<file path="src/rtl/bridge_pkg.sv">
package bridge_pkg;
  typedef enum logic [2:0] {
    ST_IDLE  = 3'd0,
    ST_REQ   = 3'd1,
    ST_WDATA = 3'd2,
    ST_RDATA = 3'd3,
    ST_DONE  = 3'd4,
    ST_REG   = 3'd5,
    ST_ERR   = 3'd6,
    ST_REL   = 3'd7
  } brg_state_t;
endpackage

</file>
<file path="src/rtl/bridge_decode.sv">
module bridge_decode #(
  parameter int HA_W     = 18,
  parameter int BLK_W    = 3,
  parameter int OFS_W    = 12,
  parameter int WIN_BLK  = 6,
  parameter logic [HA_W-1:0] REG_ADDR = 18'h3FFF0,
  localparam int CA_W    = OFS_W + BLK_W,
  localparam int TAG_W   = HA_W - OFS_W - 1
) (
  input  logic [HA_W-1:0]  addr,
  input  logic [BLK_W-1:0] blk,
  output logic             hit_win,
  output logic             hit_reg,
  output logic [CA_W-1:0]  chan_addr
);
  function automatic logic in_window(input logic [HA_W-1:0] a);
    return a[HA_W-1:OFS_W+1] == TAG_W'(WIN_BLK);
  endfunction

  function automatic logic [CA_W-1:0] make_chan_addr(input logic [BLK_W-1:0] b,
                                                     input logic [HA_W-1:0] a);
    return {b, a[OFS_W:1]};
  endfunction

  assign hit_win   = in_window(addr);
  assign hit_reg   = (addr == REG_ADDR) && !in_window(addr);
  assign chan_addr = make_chan_addr(blk, addr);
endmodule

</file>
<file path="src/rtl/bridge_blkreg.sv">
module bridge_blkreg #(
  parameter int BLK_W = 3
) (
  input  logic             clk,
  input  logic             rst_n,
  input  logic             we,
  input  logic [BLK_W-1:0] wval,
  output logic [BLK_W-1:0] blk
);
  always_ff @(posedge clk) begin
    if (!rst_n)  blk <= '0;
    else if (we) blk <= wval;
  end
endmodule

</file>
<file path="src/rtl/bridge_seq.sv">
module bridge_seq
  import bridge_pkg::*;
#(
  parameter int TMO_W = 8
) (
  input  logic             clk,
  input  logic             rst_n,
  input  logic             sel,
  input  logic             wr,
  input  logic             hit_win,
  input  logic             hit_reg,
  input  logic             brk_acpt,
  input  logic             data_acpt,
  input  logic             data_avail,
  input  logic             brk_state_n,
  input  logic [TMO_W-1:0] tmo_limit,
  output brg_state_t       state,
  output logic             dir,
  output logic             start_xfer,
  output logic             reg_go,
  output logic             rd_cap,
  output logic             tmo_hit,
  output logic             tmo_flag
);
  logic [TMO_W-1:0] cnt;
  logic             waiting;
  logic             advance;
  logic             in_break;

  assign in_break   = !brk_state_n;
  assign waiting    = (state == ST_REQ) || (state == ST_WDATA) || (state == ST_RDATA);
  always_comb begin
    case (state)
      ST_REQ:   advance = brk_acpt;
      ST_WDATA: advance = data_acpt && in_break;
      ST_RDATA: advance = data_avail && in_break;
      default:  advance = 1'b0;
    endcase
  end
  assign tmo_hit    = waiting && !advance && (cnt >= tmo_limit);
  assign start_xfer = (state == ST_IDLE) && sel && hit_win;
  assign reg_go     = (state == ST_IDLE) && sel && hit_reg && !hit_win;
  assign rd_cap     = (state == ST_RDATA) && advance;

  always_ff @(posedge clk) begin
    if (!rst_n) begin
      state    <= ST_IDLE;
      cnt      <= '0;
      dir      <= 1'b0;
      tmo_flag <= 1'b0;
    end else begin
      case (state)
        ST_IDLE: begin
          cnt <= '0;
          if (start_xfer) begin
            state    <= ST_REQ;
            dir      <= wr;
            tmo_flag <= 1'b0;
          end else if (reg_go) begin
            state <= ST_REG;
          end
        end
        ST_REQ, ST_WDATA, ST_RDATA: begin
          if (advance) begin
            cnt <= '0;
            if (state == ST_REQ) state <= dir ? ST_WDATA : ST_RDATA;
            else                 state <= ST_DONE;
          end else if (tmo_hit) begin
            state    <= ST_ERR;
            tmo_flag <= 1'b1;
          end else begin
            cnt <= cnt + 1'b1;
          end
        end
        ST_DONE, ST_REG, ST_ERR: state <= ST_REL;
        ST_REL:  if (!sel) state <= ST_IDLE;
        default: state <= ST_IDLE;
      endcase
    end
  end
endmodule

</file>
<file path="src/rtl/cs_channel_bridge.sv">
module cs_channel_bridge
  import bridge_pkg::*;
#(
  parameter int HA_W    = 18,
  parameter int DW      = 16,
  parameter int BLK_W   = 3,
  parameter int OFS_W   = 12,
  parameter int TMO_W   = 8,
  parameter int WIN_BLK = 6,
  parameter logic [HA_W-1:0] REG_ADDR = 18'h3FFF0,
  localparam int CA_W   = OFS_W + BLK_W
) (
  input  logic             clk,
  input  logic             rst_n,
  input  logic             hst_sel,
  input  logic             hst_wr,
  input  logic [HA_W-1:0]  hst_addr,
  input  logic [DW-1:0]    hst_wdata,
  output logic [DW-1:0]    hst_rdata,
  output logic             hst_ack,
  output logic             hst_err,
  input  logic [TMO_W-1:0] tmo_limit,
  output logic             tmo_flag,
  output logic             ch_brk_req,
  output logic [CA_W-1:0]  ch_addr,
  output logic             ch_dir,
  output logic [DW-1:0]    ch_dout,
  input  logic [DW-1:0]    ch_din,
  input  logic             ch_brk_acpt,
  input  logic             ch_data_acpt,
  input  logic             ch_data_avail,
  input  logic             ch_brk_state_n
);
  logic             hit_win;
  logic             hit_reg;
  logic [CA_W-1:0]  chan_addr;
  logic [BLK_W-1:0] blk;
  brg_state_t       state;
  logic             dir;
  logic             start_xfer;
  logic             reg_go;
  logic             rd_cap;
  logic             tmo_hit;
  logic [DW-1:0]    wdata_q;
  logic [CA_W-1:0]  addr_q;
  logic [DW-1:0]    rdata_q;

  bridge_decode #(
    .HA_W(HA_W), .BLK_W(BLK_W), .OFS_W(OFS_W),
    .WIN_BLK(WIN_BLK), .REG_ADDR(REG_ADDR)
  ) u_dec (
    .addr(hst_addr), .blk(blk),
    .hit_win(hit_win), .hit_reg(hit_reg), .chan_addr(chan_addr)
  );

  bridge_blkreg #(.BLK_W(BLK_W)) u_blk (
    .clk(clk), .rst_n(rst_n),
    .we(reg_go && hst_wr), .wval(hst_wdata[BLK_W-1:0]), .blk(blk)
  );

  bridge_seq #(.TMO_W(TMO_W)) u_seq (
    .clk(clk), .rst_n(rst_n),
    .sel(hst_sel), .wr(hst_wr), .hit_win(hit_win), .hit_reg(hit_reg),
    .brk_acpt(ch_brk_acpt), .data_acpt(ch_data_acpt),
    .data_avail(ch_data_avail), .brk_state_n(ch_brk_state_n),
    .tmo_limit(tmo_limit),
    .state(state), .dir(dir), .start_xfer(start_xfer), .reg_go(reg_go),
    .rd_cap(rd_cap), .tmo_hit(tmo_hit), .tmo_flag(tmo_flag)
  );

  always_ff @(posedge clk) begin
    if (!rst_n) begin
      wdata_q <= '0;
      addr_q  <= '0;
      rdata_q <= '0;
    end else begin
      if (start_xfer) begin
        wdata_q <= hst_wdata;
        addr_q  <= chan_addr;
      end
      if (rd_cap)      rdata_q <= ch_din;
      else if (reg_go) rdata_q <= DW'(blk);
    end
  end

  assign ch_brk_req = (state == ST_REQ);
  assign ch_addr    = addr_q;
  assign ch_dir     = dir;
  assign ch_dout    = (state == ST_WDATA) ? wdata_q : '0;
  assign hst_ack    = (state == ST_DONE) || (state == ST_REG);
  assign hst_err    = (state == ST_ERR);
  assign hst_rdata  = rdata_q;
endmodule

</file>
<file path="config.mk">
export PLATFORM = sky130hd
export DESIGN_NAME = cs_channel_bridge
export DESIGN_NICKNAME = d
export VERILOG_FILES = /design/src/rtl/bridge_pkg.sv /design/src/rtl/bridge_decode.sv /design/src/rtl/bridge_blkreg.sv /design/src/rtl/bridge_seq.sv /design/src/rtl/cs_channel_bridge.sv
export SDC_FILE = /design/constraint.sdc
export NUM_CORES = 1
export LEC_CHECK = 0
export ABC_AREA = 0
export BUFFER_PORTS_ARGS = -buffer_cell sky130_fd_sc_hd__buf_2
export CAP_MARGIN = 20
export CORE_MARGIN = 3
export CORE_UTILIZATION = 28
export CTS_CLUSTER_DIAMETER = 30
export DETAILED_ROUTE_END_ITERATION = 12
export PLACE_DENSITY_LB_ADDON = 0.12
export SYNTH_ARGS = -nofsm -noshare
export SYNTH_HDL_FRONTEND = slang
export SYNTH_HIERARCHICAL = 1
export SYNTH_SLANG_ARGS = --single-unit
</file>
<file path="constraint.sdc">
create_clock -name clk -period 2.3 [get_ports clk]
set_input_delay 0 -clock clk [delete_from_list [all_inputs] [get_ports clk]]
set_output_delay 0 -clock clk [all_outputs]
set_load 0.005 [all_outputs]
</file>
==> results.toml <==
[cells_and_area]
final_cells = 643
drive_gt1_frac = 0.314
final_util = 0.421
syn_to_final_growth_pct = 43.1
final_nets = 573
num_antenna_cells = 0

[yosys]
synth_most_common_cell = "dfxtp_1"
async_flop_share = 0
synth_area_sq_mm = 0.00328
yosys-top-cells-count = "63 x dfxtp_1, 36 x nor2b_1, 35 x mux2i_1"
avgSynthCellArea_sq_um = 9.39
ys_seq_area_frac = 0.385
yosysTopAreaCellShare = 0.385
synth-seq-cells = 63
synth_cells = 349
synth_edf_count = 0
ys_warn_count = 6
synth_ff_type = "dfxtp_1"
yosys.area.top_type = "dfxtp_1"
synth_area_leaders = "dfxtp_1 38%, mux2i_1 11%, nor2b_1 6.9%, buf_4 3.7%, a21boi_1 3.4%"
yosysUniqueCellTypes = 50
synth_fp_nets = 424

[worst_setup_path]
critical_path_arrival_ns = 2.37
cp-start-kind = "flip-flop"
reg2reg_slack_ns = 0.15
reg2reg_from = "u_seq/cnt[2]"
required_ns = 2.52
cp-end-kind = "flip-flop"
worstRegToRegCells = 7
crit_fanout = 14
critical_path_class = "reg -> reg"
worstReg2RegEnd = "u_seq/cnt[6]"

[sta]
rsz0062_at_grt = "false"
maxSlewViolCount = 0
fin_crit_ns = 2.15
max_freq_ghz = 0.465
timing_hold_violations_final = 0
finalSetupViolCount = 0
worst_pin_slew_ns = 0.592
tns_ns = 0
fin_skew_ns = 0.00664
maxSlewHeadroom = 0.605
period_share = 0.935
setup_slack_ns = 0.150

[power_and_ir_drop]
p_per_area_mw_per_mm2 = 715
max-vdd-ir-drop_uv = 372
p_leak_uw = 0.00207
power_uw = 3350

[run]
maxCapViolCount = 0

[status]
outcome = "complete, no violations"

[global_routing]
grt_pass1_wl_um = 14200
grt_overflow = 0
antenna_found_initial = 0
grt_use_total = 0.133
grt_max_degree = 36
grt_pass1_vias = 2957

[placed_design]
globalplace.congestion = 0.828
dp_slack_ns = 0.164
io_buffers = 117
dpl.cell_count = 583
hpwl_um = 6060

[routing]
drtAntennaViolNets = 0
wl_per_cell_um = 13.3
vias = 2930
vias_per_cell = 4.56
first_iter_violations = 103
drc = 0
drt_first_pass_iters = 4
wl_um = 8570

[floorplan]
core_area_sq_mm = 0.0111
die_w_um = 114
dieArea_sq_mm = 0.0130
io_pins = 118
rows = 38
initial_core_util = 0.295
die_y_um = 114

[clock_network]
cts_setup_buffers = 0
clock_sinks = 63
cts-root-buf = "clkbuf_16"
cts.clk_slew.worst_paths_ns = 0.05
cts_tree = "built"
cts_made_buffers = 9
insertion_delay_ns = 0.32
cts_max_level = 3
clockBufferDepth = 2

[min_path]
min_from = "ch_din[1]"
hold_path_end = "hst_rdata[1]"
min_path_type = "in -> reg"
min_path_cells = 3
## worst max-delay path, cell delays in order (launching register included)
cell and delay [ns]:
dfxtp_1 0.37, ha_1 0.23, or4_4 0.51, a21oi_2 0.14, o31a_4 0.24, nand4_1 0.14
a31o_1 0.25, a21o_1 0.17
## flip-flops by register name, summed over array words and instances, names as in the netlist
signal,cells
ch_addr,15
hst_rdata,16
u_blk/blk,3
u_seq/cnt,8
u_seq/dir,1
u_seq/state,3
u_seq/tmo_flag,1
wdata_q,16
## worst max path at each step
stage	endpoint	start
global route	u_seq/cnt[6]	u_seq/cnt[2]
global placement	hst_rdata[1]	hst_addr[3]
detailed placement	u_seq/cnt[6]	u_seq/cnt[2]
finish	u_seq/cnt[6]	u_seq/cnt[2]
CTS	u_seq/cnt[6]	u_seq/cnt[2]
floorplan	u_seq/cnt[6]	u_seq/cnt[2]
## cells by family after synthesis
logic type | Yosys count | synth area share
buffers and inverters | 47 | 0.0829
muxes | 38 | 0.117
adders and majority gates | 9 | 0.0344
DFF | 63 | 0.385
and+or+nand+nor | 132 | 0.245
AOI/OAI and AO/OA | 60 | 0.136
## report_power, final
part	internal (uW)	switching, uW
Sequential	1140	22.7
Clock	983	503
Combinational	327	379
Total	2450	905
## metrics by stage
step | hold slack (ns) | cell area, sq um
after floorplan | 0.128 | 3280
after global routing | 0.0197 | 4690
after CTS | 0.000226 | 4690
after detailed placement | 0.256 | 3920
after global placement | 0.251 | 3920
final | 0.00268 | 4690
## layout by cell type (no fill, tap or decap), types with 3 or more instances in the layout
master and count:
o211a_1 5, o21ai_1 8, dfxtp_1 63, mux2i_1 35, a21oi_1 7, inv_1 12
nor2b_1 36, and2_1 18, buf_2 117, mux2_2 3, o21ai_0 3, or3b_1 11
nor2_1 7, a41oi_1 3, buf_4 10, ha_1 9, and3_1 5, dlygate4sd3_1 44
nand3_1 6, nand4_1 4, nand2_1 26, a21boi_1 15, clkbuf_16 9, nand2b_1 5
## per-layer routing
metal  vias to the layer above  track usage  wire length, um
met5                         -            0                0
met4                         0       0.0483              143
met3                        11       0.0375              531
met2                        70        0.214             3970
met1                      1344        0.171             3930
li1                       1505            -                -
## final cells by class
type	count	area [sq um]
flip-flops and latches	63	1260
clock inverters	6	92.6
well taps	140	175
inverters	13	48.8
clock buffers	10	239
multi-input cells	239	1750
fillers	1146	6440
repair buffers	172	1120
## repair_timing
action / in CTS / in global routing
endpoints found under the hold margin: 47 / 0
setup endpoints to repair: 0 / 0
resized for setup: 0 / 0
hold buffers: 44 / 0
No activity file was read; power rests on OpenSTA's default activity.
